### src/rtl/msi_pkg.sv
package msi_pkg;
  typedef enum logic [1:0] {
    LN_INV = 2'b00,
    LN_SHR = 2'b01,
    LN_EXC = 2'b10
  } line_st_e;

  typedef enum logic [1:0] {
    BC_NONE   = 2'b00,
    BC_RDMISS = 2'b01,
    BC_WRMISS = 2'b10,
    BC_WBACK  = 2'b11
  } bus_cmd_e;
endpackage

### src/rtl/msi_line_store.sv
module msi_line_store
  import msi_pkg::*;
#(
  parameter int IDX_W  = 2,
  parameter int TAG_W  = 6,
  parameter int DATA_W = 16
) (
  input  logic              clk,
  input  logic              rst_n,
  input  logic [IDX_W-1:0]  a_idx,
  output line_st_e          a_st,
  output logic [TAG_W-1:0]  a_tag,
  output logic [DATA_W-1:0] a_data,
  input  logic [IDX_W-1:0]  b_idx,
  output line_st_e          b_st,
  output logic [TAG_W-1:0]  b_tag,
  output logic [DATA_W-1:0] b_data,
  input  logic              wr_en,
  input  logic [IDX_W-1:0]  wr_idx,
  input  line_st_e          wr_st,
  input  logic              wr_fill,
  input  logic [TAG_W-1:0]  wr_tag,
  input  logic [DATA_W-1:0] wr_data
);
  localparam int LINES = 1 << IDX_W;

  line_st_e          st_q   [LINES];
  logic [TAG_W-1:0]  tag_q  [LINES];
  logic [DATA_W-1:0] data_q [LINES];

  for (genvar i = 0; i < LINES; i++) begin : g_line
    logic sel;
    assign sel = wr_en && (wr_idx == IDX_W'(i));

    always_ff @(posedge clk or negedge rst_n) begin
      if (!rst_n)   st_q[i] <= LN_INV;
      else if (sel) st_q[i] <= wr_st;
    end

    always_ff @(posedge clk) begin
      if (sel && wr_fill) begin
        tag_q[i]  <= wr_tag;
        data_q[i] <= wr_data;
      end
    end
  end

  assign a_st   = st_q[a_idx];
  assign a_tag  = tag_q[a_idx];
  assign a_data = data_q[a_idx];
  assign b_st   = st_q[b_idx];
  assign b_tag  = tag_q[b_idx];
  assign b_data = data_q[b_idx];
endmodule

### src/rtl/msi_snoop_unit.sv
module msi_snoop_unit
  import msi_pkg::*;
#(
  parameter int TAG_W  = 6,
  parameter int DATA_W = 16
) (
  input  logic              clk,
  input  logic              rst_n,
  input  logic              snp_valid,
  input  bus_cmd_e          snp_cmd,
  input  logic [TAG_W-1:0]  snp_tag,
  input  line_st_e          ln_st,
  input  logic [TAG_W-1:0]  ln_tag,
  input  logic [DATA_W-1:0] ln_data,
  output logic              snp_hit,
  output logic              snp_supply,
  output logic [DATA_W-1:0] snp_data,
  output logic              upd_en,
  output line_st_e          upd_st
);
  logic miss_cmd;
  logic match;

  always_comb begin
    miss_cmd   = (snp_cmd == BC_RDMISS) || (snp_cmd == BC_WRMISS);
    match      = snp_valid && miss_cmd && (ln_st != LN_INV) && (ln_tag == snp_tag);
    snp_hit    = match;
    snp_supply = match && (ln_st == LN_EXC);
    snp_data   = snp_supply ? ln_data : '0;
    upd_en     = match;
    upd_st     = ln_st;
    if (match) begin
      if (snp_cmd == BC_WRMISS) upd_st = LN_INV;
      else if (ln_st == LN_EXC) upd_st = LN_SHR;
    end
  end

  AST_WBACK_SNOOP_INERT: assert property (@(posedge clk) disable iff (!rst_n)
    (snp_valid && snp_cmd == BC_WBACK) |-> (!snp_hit && !snp_supply)) else $error("AST_WBACK_SNOOP_INERT");
endmodule

### src/rtl/msi_proc_fsm.sv
module msi_proc_fsm
  import msi_pkg::*;
#(
  parameter int TAG_W  = 6,
  parameter int DATA_W = 16
) (
  input  logic              clk,
  input  logic              rst_n,
  input  logic              cpu_req,
  input  logic              cpu_we,
  input  logic [TAG_W-1:0]  cpu_tag,
  input  logic [DATA_W-1:0] cpu_wdata,
  input  line_st_e          ln_st,
  input  logic [TAG_W-1:0]  ln_tag,
  input  logic              snp_valid,
  input  logic              bus_gnt,
  input  logic [DATA_W-1:0] bus_rdata,
  output logic              cpu_ready,
  output logic              bus_req,
  output bus_cmd_e          bus_cmd,
  output logic              wr_en,
  output line_st_e          wr_st,
  output logic              wr_fill,
  output logic [DATA_W-1:0] wr_data
);
  typedef enum logic {PS_IDLE, PS_BUSY} pstate_e;

  pstate_e st_q, st_d;
  logic    tag_hit, hit, need_wb;
  bus_cmd_e want_cmd;

  always_comb begin
    tag_hit  = (ln_st != LN_INV) && (ln_tag == cpu_tag);
    hit      = cpu_we ? (tag_hit && ln_st == LN_EXC) : tag_hit;
    need_wb  = (ln_st == LN_EXC) && (ln_tag != cpu_tag);
    want_cmd = need_wb ? BC_WBACK : (cpu_we ? BC_WRMISS : BC_RDMISS);

    cpu_ready = (st_q == PS_IDLE) && cpu_req && !snp_valid && hit;
    bus_req   = (st_q == PS_BUSY);
    bus_cmd   = bus_req ? want_cmd : BC_NONE;

    st_d = st_q;
    case (st_q)
      PS_IDLE: if (cpu_req && !snp_valid && !hit) st_d = PS_BUSY;
      PS_BUSY: if (bus_gnt && !need_wb)           st_d = PS_IDLE;
      default: st_d = PS_IDLE;
    endcase

    wr_en   = 1'b0;
    wr_st   = ln_st;
    wr_fill = 1'b0;
    wr_data = cpu_wdata;
    if (cpu_ready && cpu_we) begin
      wr_en   = 1'b1;
      wr_st   = LN_EXC;
      wr_fill = 1'b1;
    end else if (bus_req && bus_gnt) begin
      wr_en = 1'b1;
      if (need_wb) begin
        wr_st = LN_INV;
      end else begin
        wr_fill = 1'b1;
        wr_st   = cpu_we ? LN_EXC : LN_SHR;
        wr_data = cpu_we ? cpu_wdata : bus_rdata;
      end
    end
  end

  always_ff @(posedge clk or negedge rst_n) begin
    if (!rst_n) st_q <= PS_IDLE;
    else        st_q <= st_d;
  end

  AST_REQ_HELD: assert property (@(posedge clk) disable iff (!rst_n)
    (bus_req && !bus_gnt) |=> bus_req) else $error("AST_REQ_HELD");
  AST_WB_EVICTS: assert property (@(posedge clk) disable iff (!rst_n)
    (bus_gnt && bus_cmd == BC_WBACK) |=> (bus_cmd != BC_WBACK)) else $error("AST_WB_EVICTS");
endmodule

### src/rtl/msi_snoop_ctrl.sv
module msi_snoop_ctrl
  import msi_pkg::*;
#(
  parameter int ADDR_W  = 8,
  parameter int INDEX_W = 2,
  parameter int DATA_W  = 16
) (
  input  logic              clk,
  input  logic              rst_n,
  input  logic              cpu_req,
  input  logic              cpu_we,
  input  logic [ADDR_W-1:0] cpu_addr,
  input  logic [DATA_W-1:0] cpu_wdata,
  output logic              cpu_ready,
  output logic [DATA_W-1:0] cpu_rdata,
  output logic              bus_req,
  input  logic              bus_gnt,
  output logic [1:0]        bus_cmd,
  output logic [ADDR_W-1:0] bus_addr,
  output logic [DATA_W-1:0] bus_wdata,
  input  logic [DATA_W-1:0] bus_rdata,
  input  logic              snp_valid,
  input  logic [1:0]        snp_cmd,
  input  logic [ADDR_W-1:0] snp_addr,
  output logic              snp_hit,
  output logic              snp_supply,
  output logic [DATA_W-1:0] snp_data
);
  localparam int TAG_W = ADDR_W - INDEX_W;

  logic rst_meta, rst_n_i;
  always_ff @(posedge clk or negedge rst_n) begin
    if (!rst_n) begin
      rst_meta <= 1'b0;
      rst_n_i  <= 1'b0;
    end else begin
      rst_meta <= 1'b1;
      rst_n_i  <= rst_meta;
    end
  end

  logic [INDEX_W-1:0] c_idx, s_idx;
  logic [TAG_W-1:0]   c_tag, s_tag;
  assign c_idx = cpu_addr[INDEX_W-1:0];
  assign c_tag = cpu_addr[ADDR_W-1:INDEX_W];
  assign s_idx = snp_addr[INDEX_W-1:0];
  assign s_tag = snp_addr[ADDR_W-1:INDEX_W];

  line_st_e          a_st, b_st;
  logic [TAG_W-1:0]  a_tag, b_tag;
  logic [DATA_W-1:0] a_data, b_data;

  logic              f_wr_en, f_wr_fill;
  line_st_e          f_wr_st;
  logic [DATA_W-1:0] f_wr_data;
  bus_cmd_e          f_cmd;
  logic              s_upd_en;
  line_st_e          s_upd_st;

  logic              wr_en, wr_fill;
  logic [INDEX_W-1:0] wr_idx;
  line_st_e          wr_st;

  always_comb begin
    if (s_upd_en) begin
      wr_en   = 1'b1;
      wr_idx  = s_idx;
      wr_st   = s_upd_st;
      wr_fill = 1'b0;
    end else begin
      wr_en   = f_wr_en;
      wr_idx  = c_idx;
      wr_st   = f_wr_st;
      wr_fill = f_wr_fill;
    end
  end

  msi_line_store #(.IDX_W(INDEX_W), .TAG_W(TAG_W), .DATA_W(DATA_W)) u_store (
    .clk(clk), .rst_n(rst_n_i),
    .a_idx(c_idx), .a_st(a_st), .a_tag(a_tag), .a_data(a_data),
    .b_idx(s_idx), .b_st(b_st), .b_tag(b_tag), .b_data(b_data),
    .wr_en(wr_en), .wr_idx(wr_idx), .wr_st(wr_st), .wr_fill(wr_fill),
    .wr_tag(c_tag), .wr_data(f_wr_data)
  );

  msi_snoop_unit #(.TAG_W(TAG_W), .DATA_W(DATA_W)) u_snoop (
    .clk(clk), .rst_n(rst_n_i),
    .snp_valid(snp_valid), .snp_cmd(bus_cmd_e'(snp_cmd)), .snp_tag(s_tag),
    .ln_st(b_st), .ln_tag(b_tag), .ln_data(b_data),
    .snp_hit(snp_hit), .snp_supply(snp_supply), .snp_data(snp_data),
    .upd_en(s_upd_en), .upd_st(s_upd_st)
  );

  msi_proc_fsm #(.TAG_W(TAG_W), .DATA_W(DATA_W)) u_fsm (
    .clk(clk), .rst_n(rst_n_i),
    .cpu_req(cpu_req), .cpu_we(cpu_we), .cpu_tag(c_tag), .cpu_wdata(cpu_wdata),
    .ln_st(a_st), .ln_tag(a_tag),
    .snp_valid(snp_valid), .bus_gnt(bus_gnt), .bus_rdata(bus_rdata),
    .cpu_ready(cpu_ready), .bus_req(bus_req), .bus_cmd(f_cmd),
    .wr_en(f_wr_en), .wr_st(f_wr_st), .wr_fill(f_wr_fill), .wr_data(f_wr_data)
  );

  assign cpu_rdata = a_data;
  assign bus_cmd   = f_cmd;
  assign bus_addr  = !bus_req ? '0 : (f_cmd == BC_WBACK) ? {a_tag, c_idx} : cpu_addr;
  assign bus_wdata = (f_cmd == BC_WBACK) ? a_data : '0;

  AST_RDY_YIELDS_SNOOP: assert property (@(posedge clk) disable iff (!rst_n_i)
    snp_valid |-> !cpu_ready) else $error("AST_RDY_YIELDS_SNOOP");
  AST_RDY_HAS_REQ: assert property (@(posedge clk) disable iff (!rst_n_i)
    cpu_ready |-> cpu_req) else $error("AST_RDY_HAS_REQ");
  AST_GNT_HAS_REQ: assert property (@(posedge clk) disable iff (!rst_n_i)
    bus_gnt |-> bus_req) else $error("AST_GNT_HAS_REQ");
  AST_PROC_UPD_GATED: assert property (@(posedge clk) disable iff (!rst_n_i)
    (f_wr_en && !cpu_ready) |-> bus_gnt) else $error("AST_PROC_UPD_GATED");
  AST_SUPPLY_DOWNGRADES: assert property (@(posedge clk) disable iff (!rst_n_i)
    snp_supply |-> (wr_en && wr_st != LN_EXC)) else $error("AST_SUPPLY_DOWNGRADES");
endmodule

### config.mk
export PLATFORM = sky130hd
export DESIGN_NAME = msi_snoop_ctrl
export DESIGN_NICKNAME = d
export VERILOG_FILES = /design/src/rtl/msi_pkg.sv /design/src/rtl/msi_line_store.sv /design/src/rtl/msi_snoop_unit.sv /design/src/rtl/msi_proc_fsm.sv /design/src/rtl/msi_snoop_ctrl.sv
export SDC_FILE = /design/constraint.sdc
export NUM_CORES = 1
export LEC_CHECK = 0
export BUFFER_PORTS_ARGS = -buffer_cell sky130_fd_sc_hd__buf_2
export CELL_PAD_IN_SITES_DETAIL_PLACEMENT = 0
export CELL_PAD_IN_SITES_GLOBAL_PLACEMENT = 2
export CORE_ASPECT_RATIO = 0.6
export CORE_MARGIN = 4
export CORE_UTILIZATION = 35
export CTS_BUF_LIST = sky130_fd_sc_hd__clkbuf_16
export DETAILED_ROUTE_END_ITERATION = 8
export GPL_ROUTABILITY_DRIVEN = 0
export MAX_ROUTING_LAYER = met4
export PLACE_DENSITY_LB_ADDON = 0.1
export SLEW_MARGIN = 20
export SYNTH_ARGS = -nofsm -noshare
export SYNTH_HDL_FRONTEND = slang
export SYNTH_HIERARCHICAL = 1
export SYNTH_SLANG_ARGS = --single-unit
### constraint.sdc
create_clock -name clk -period 2.3 [get_ports clk]
set_input_delay 0 -clock clk [delete_from_list [all_inputs] [get_ports clk]]
set_output_delay 0 -clock clk [all_outputs]
set_load 0.005 [all_outputs]
Word-level counts from Yosys, hierarchy flattened:

Memories as Yosys holds them, arrays and structs flattened.
Index checks and enable logic that the tools add are counted.

* bitwise logic cells: 3
* muxes and demuxes: 61
* magnitude comparators: 2
* eq/ne operators: 11
* reductions and logical operators: 36

Operators by type and width (count)
* 16-bit two-way mux: 9
* 16-bit OR reduction: 3
* 2-bit two-way mux: 20
* 1-bit two-way mux: 24
* 1-bit logical AND: 23
* 6-bit two-way mux: 3
* 6-bit OR reduction: 3
* 8-bit two-way mux: 2
* 2-bit equality test, second input constant: 6
* 6-bit equality test: 2
* 2-bit binary-select mux with 2-bit select: 2
* 3-bit >= comparator, second input constant: 2
* 6-bit != test: 1
* 2-bit inverter with 3-bit output: 2
* 2-bit by 1-bit equality test with 1-bit output, second input constant: 2
* 2-bit nonzero test: 2
* 1-bit zero test: 3
* 2-bit zero test: 1
* 1-bit one-hot mux with 2 select lines: 1
* 1-bit logical OR: 1
* 1-bit inverter: 1

* register bits after elaboration: 11
* bits of input ports: 56
* memories: 2
* logic and storage cells: 122
* bits in writable memories: 88
* output and inout bits: 62

Memory list
* u_store.data_q: words 4, width 16, read ports 2, clocked after memory_dff 0, write ports 1, RTL line msi_line_store.sv:29 `logic [DATA_W-1:0] data_q [LINES];`
* u_store.tag_q: words 4, width 6, read ports 2, clocked after memory_dff 0, write ports 1, RTL line msi_line_store.sv:28 `logic [TAG_W-1:0] tag_q [LINES];`

Longest topological paths before layout:

* depth in word-level cells: 20
* gate-level depth with buffers: 11
* gate-level depth less buffers: 9

By module:

The synthesis kept the hierarchy.

Modules (own cells, without submodules)
* msi_line_store: cells an instance 173, times used 1, sequential area each 2842.7 µm², area each 4234.1 µm²
* msi_proc_fsm: cells an instance 145, times used 1, sequential area each 25.0 µm², area each 1091.0 µm²
* msi_snoop_ctrl: cells an instance 51, times used 1, sequential area each 50.0 µm², area each 400.4 µm²
* msi_snoop_unit: cells an instance 38, times used 1, sequential area each 0.0 µm², area each 269.0 µm²

Worst setup path after synthesis:

No wires, ideal clock.

* path type: reg-to-reg
* start point: mem u_store.tag_q[1][0]
* end point: mem u_store.data_q[1][0] (enable)
* buffers on the path: 1
* setup time: 0.433 ns
* stages on the path, launching flop included: 9
* data arrival time: 3.862 ns
* required time: 1.867 ns
* period minus slack after synthesis: 4.296 ns
* slack: -1.996 ns
* cells stage by stage: edfxtp_1 mux4_1 xnor2_1 nand4_1 or3_1 inv_1 buf_4 mux2_2 nor3b_1

RTL lines (RTL line)
* start, declared: msi_line_store.sv:28
* end, declared: msi_line_store.sv:29

==> impl_metrics.py <==
metrics = {
    "run_status": {
        "outcome": "finished with violations",
        "violations": "setup timing",
    },
    "pwr": {
        "p_leak_nw": 3.28,
        "sequentialPowerShare_pct": 37.2,
        "irDropWorstVdd_mv": 0.382,
        "switching_share_pct": 30.4,
        "p_comb_share_pct": 36.5,
        "clkPwrFrac_pct": 26.3,
        "power_mw": 5.92,
        "internal_power_mw": 4.12,
        "switchingPower_mw": 1.80,
        "powerDensity_nw_per_um2": 695,
    },
    "grt": {
        "grt_pass1_vias": 4316,
        "antenna_found_initial": 0,
        "grt.overflow.total": 0,
        "grt_usage_pct": 17.7,
        "grt_max_degree": 35,
        "grt_first_pass_wirelength_um": 25200,
    },
    "die": {
        "row_count": 36,
        "dieArea_um2": 19400,
        "die_height_um": 109,
        "io_pins": 118,
        "coreArea_um2": 16500,
        "initial_core_util_pct": 36.4,
        "die_x_um": 177,
    },
    "setup_path": {
        "startpoint_type": "flip-flop",
        "crit_path_end_kind": "flip-flop",
        "worstSetupPathType": "reg -> reg",
        "reg2reg_depth": 9,
        "r2r_start": "u_store/tag_q[3][1]",
        "r2r_end": "u_store/data_q[2][0]",
        "required_ns": 2.36,
        "arrival_ns": 3.03,
        "r2r_slack_ns": -0.67,
        "cp_max_fo": 5,
    },
    "clock_tree": {
        "cts_tree": "built",
        "clockRootBuffer": "clkbuf_16",
        "htreeDepth": 3,
        "clkLatencyLatePin_ns": 0.34,
        "cts.sinks": 99,
        "clock_path_buffers": 2,
        "clk_pin_slew_worst_paths_ns": 0.07,
        "cts_buffers": 9,
    },
    "logic_synthesis": {
        "async_flop_share_pct": 11.1,
        "ys_types": 52,
        "synth_commonest_cells": "edfxtp_1, nand2_1, mux4_2",
        "synthFlopType": "edfxtp_1",
        "synth-seq-cells": 99,
        "synth_area_leader_cell": "edfxtp_1",
        "synth_edf_count": 88,
        "ys_seq_area_share_pct": 48.7,
        "ys_top_cells_by_area": "edfxtp_1, mux4_2, dfrtp_1",
        "synth.cell_area_um2": 5990,
        "syn_area_per_cell_um2": 14.7,
        "ys_warn_count": 6,
        "synth_most_common_cell": "edfxtp_1",
        "synth_nets": 464,
        "syn_inst": 407,
        "synth_top_area_share_pct": 44.1,
    },
    "detailed_routing": {
        "drc": 0,
        "ant_nets": 0,
        "dr_total_vias": 4361,
        "drtIter0Drc": 187,
        "vias_per_cell": 5.22,
        "drt-total-wl_um": 17300,
        "routedWlPerCell_um": 20.7,
        "first_pass_iters": 5,
    },
    "sta": {
        "grt_setup_unrepaired": "yes",
        "setup_tns_ns": -78.52,
        "hold_viol": 0,
        "fmax_mhz": 337,
        "min_period_ns": 2.97,
        "setup_viol_count_final": 203,
        "period_share_pct": 129,
        "slew_violations": 0,
        "worst_slack_ns": -0.666,
        "finClkSkew_ns": 0.0121,
    },
    "placement": {
        "port_buffers": 117,
        "placed_cells": 789,
        "hpwl_um": 12100,
    },
    "finish": {
        "drive_gt1_share_pct": 61.1,
        "fin_cells": 835,
        "final_core_util_pct": 51.7,
        "area_growth_pct": 42.1,
        "nets": 659,
        "fill_cells": 1446,
        "layout.area.seq_um2": 2920,
        "multi_input_area_um2": 3100,
        "antenna_cells": 0,
    },
    "flow_run": {
        "max_cap_violations": 0,
    },
    "hold_path": {
        "hold_start": "bus_gnt",
        "hp-class": "in -> reg",
        "hold_depth": 4,
        "hold_end": "u_fsm/bus_req",
    },
}
registers in the layout, summed over array words and instances (netlist names):
register and cells:
u_store/data_q 64, rst_meta 1, rst_n_i 1, u_store/st_q 8, u_fsm/bus_req 1, u_store/tag_q 24
layout make-up:
cell class                      instances  share of cell area (%)
Sequential cell                        99                    34.3
Tap cell                              228                    3.35
Clock buffer                            9                    2.64
Inverter                                6                   0.294
Multi-Input combinational cell        269                    36.3
Timing Repair Buffer                  217                    22.1
Clock inverter                          7                    1.04
placed cells by master (no fill, tap or decap), types with 15 or more instances in the layout:
cell       instances
buf_4             56
mux4_2            43
and3_4            23
buf_2             95
clkbuf_16         17
edfxtp_1          88
o311ai_1          15
nand2_1           41
and2_1            22
buf_6             33
stage by stage:
stage | hold WS (ns) | worst slack [ns] | cell area (um2)
3_3_place_gp | -0.215 | -0.651 | 7250
2_1_floorplan | -0.296 | -0.811 | 6040
5_1_grt | 0.122 | -0.788 | 8520
4_1_cts | 0.0811 | -0.618 | 7990
3_5_place_dp | -0.214 | -0.691 | 7250
6_report | 0.0863 | -0.666 | 8520
repair_timing:
action / 4_1_cts / 5_1_grt
endpoints found under the hold margin: 26 / 0
buffers inserted: 5 / 12
resized for setup: 54 / 50
setup endpoints to repair: 203 / 203
hold buffers: 8 / 0
pin swaps: 24 / 25
gates cloned: 1 / 10
worst max-delay path by stage:
stage | from | to | slack [ns] | cells after the start
floorplan | u_store/tag_q[3][1] | u_store/data_q[2][0] | -0.81 | 8
global placement | cpu_addr[0] | bus_addr[4] | -0.65 | 11
detailed placement | cpu_addr[0] | u_store/data_q[1][7] | -0.69 | 11
CTS | u_store/tag_q[3][1] | u_store/tag_q[2][2] | -0.62 | 9
global route | u_store/tag_q[3][0] | u_store/data_q[2][0] | -0.79 | 9
finish | u_store/tag_q[3][1] | u_store/data_q[2][0] | -0.67 | 9
logic make-up (layout without fill, tap and decap cells):
| kind of cell | Yosys count | after routing | share of synthesized area [%] |
|---|---|---|---|
| AO/OA/AOI/OAI | 53 | 53 | 8.43 |
| XOR/XNOR | 12 | 12 | 1.75 |
| adder cells (fa/ha/maj) | 1 | 1 | 0.209 |
| buffers and inverters | 39 | 239 | 5.24 |
| flip-flops | 99 | 99 | 48.7 |
| multiplexers | 61 | 61 | 21.0 |
| other | 1 | 1 | 0.0626 |
| AND/OR/NAND/NOR | 141 | 141 | 14.7 |
critical path, cell delays in order (launching register included):
cell and delay [ns]:
edfxtp_1 0.41, mux4_2 0.52, xnor2_2 0.14, nand4_1 0.19
or3_4 0.41, inv_4 0.10, mux2_4 0.37, nor3b_4 0.24
buf_12 0.16, clkbuf_16 0.14
per-layer routing:
metal  global-route usage, %  share of wire (%)
met1                    26.5                 50
met2                    26.5                 44
met3                    2.58                5.6
met4                    2.70               0.61
met5                       -                  0
power by group through the flow:
stage	logic (mW)	registers (mW)	clock network [mW]
5_1_grt	2.34	2.21	1.67
6_report	2.16	2.20	1.56
3_3_place_gp	1.79	2.23	0
4_1_cts	2.04	2.20	1.60
3_5_place_dp	1.82	2.24	0
2_1_floorplan	1.03	2.23	0
No activity file was read; power rests on OpenSTA's default activity.
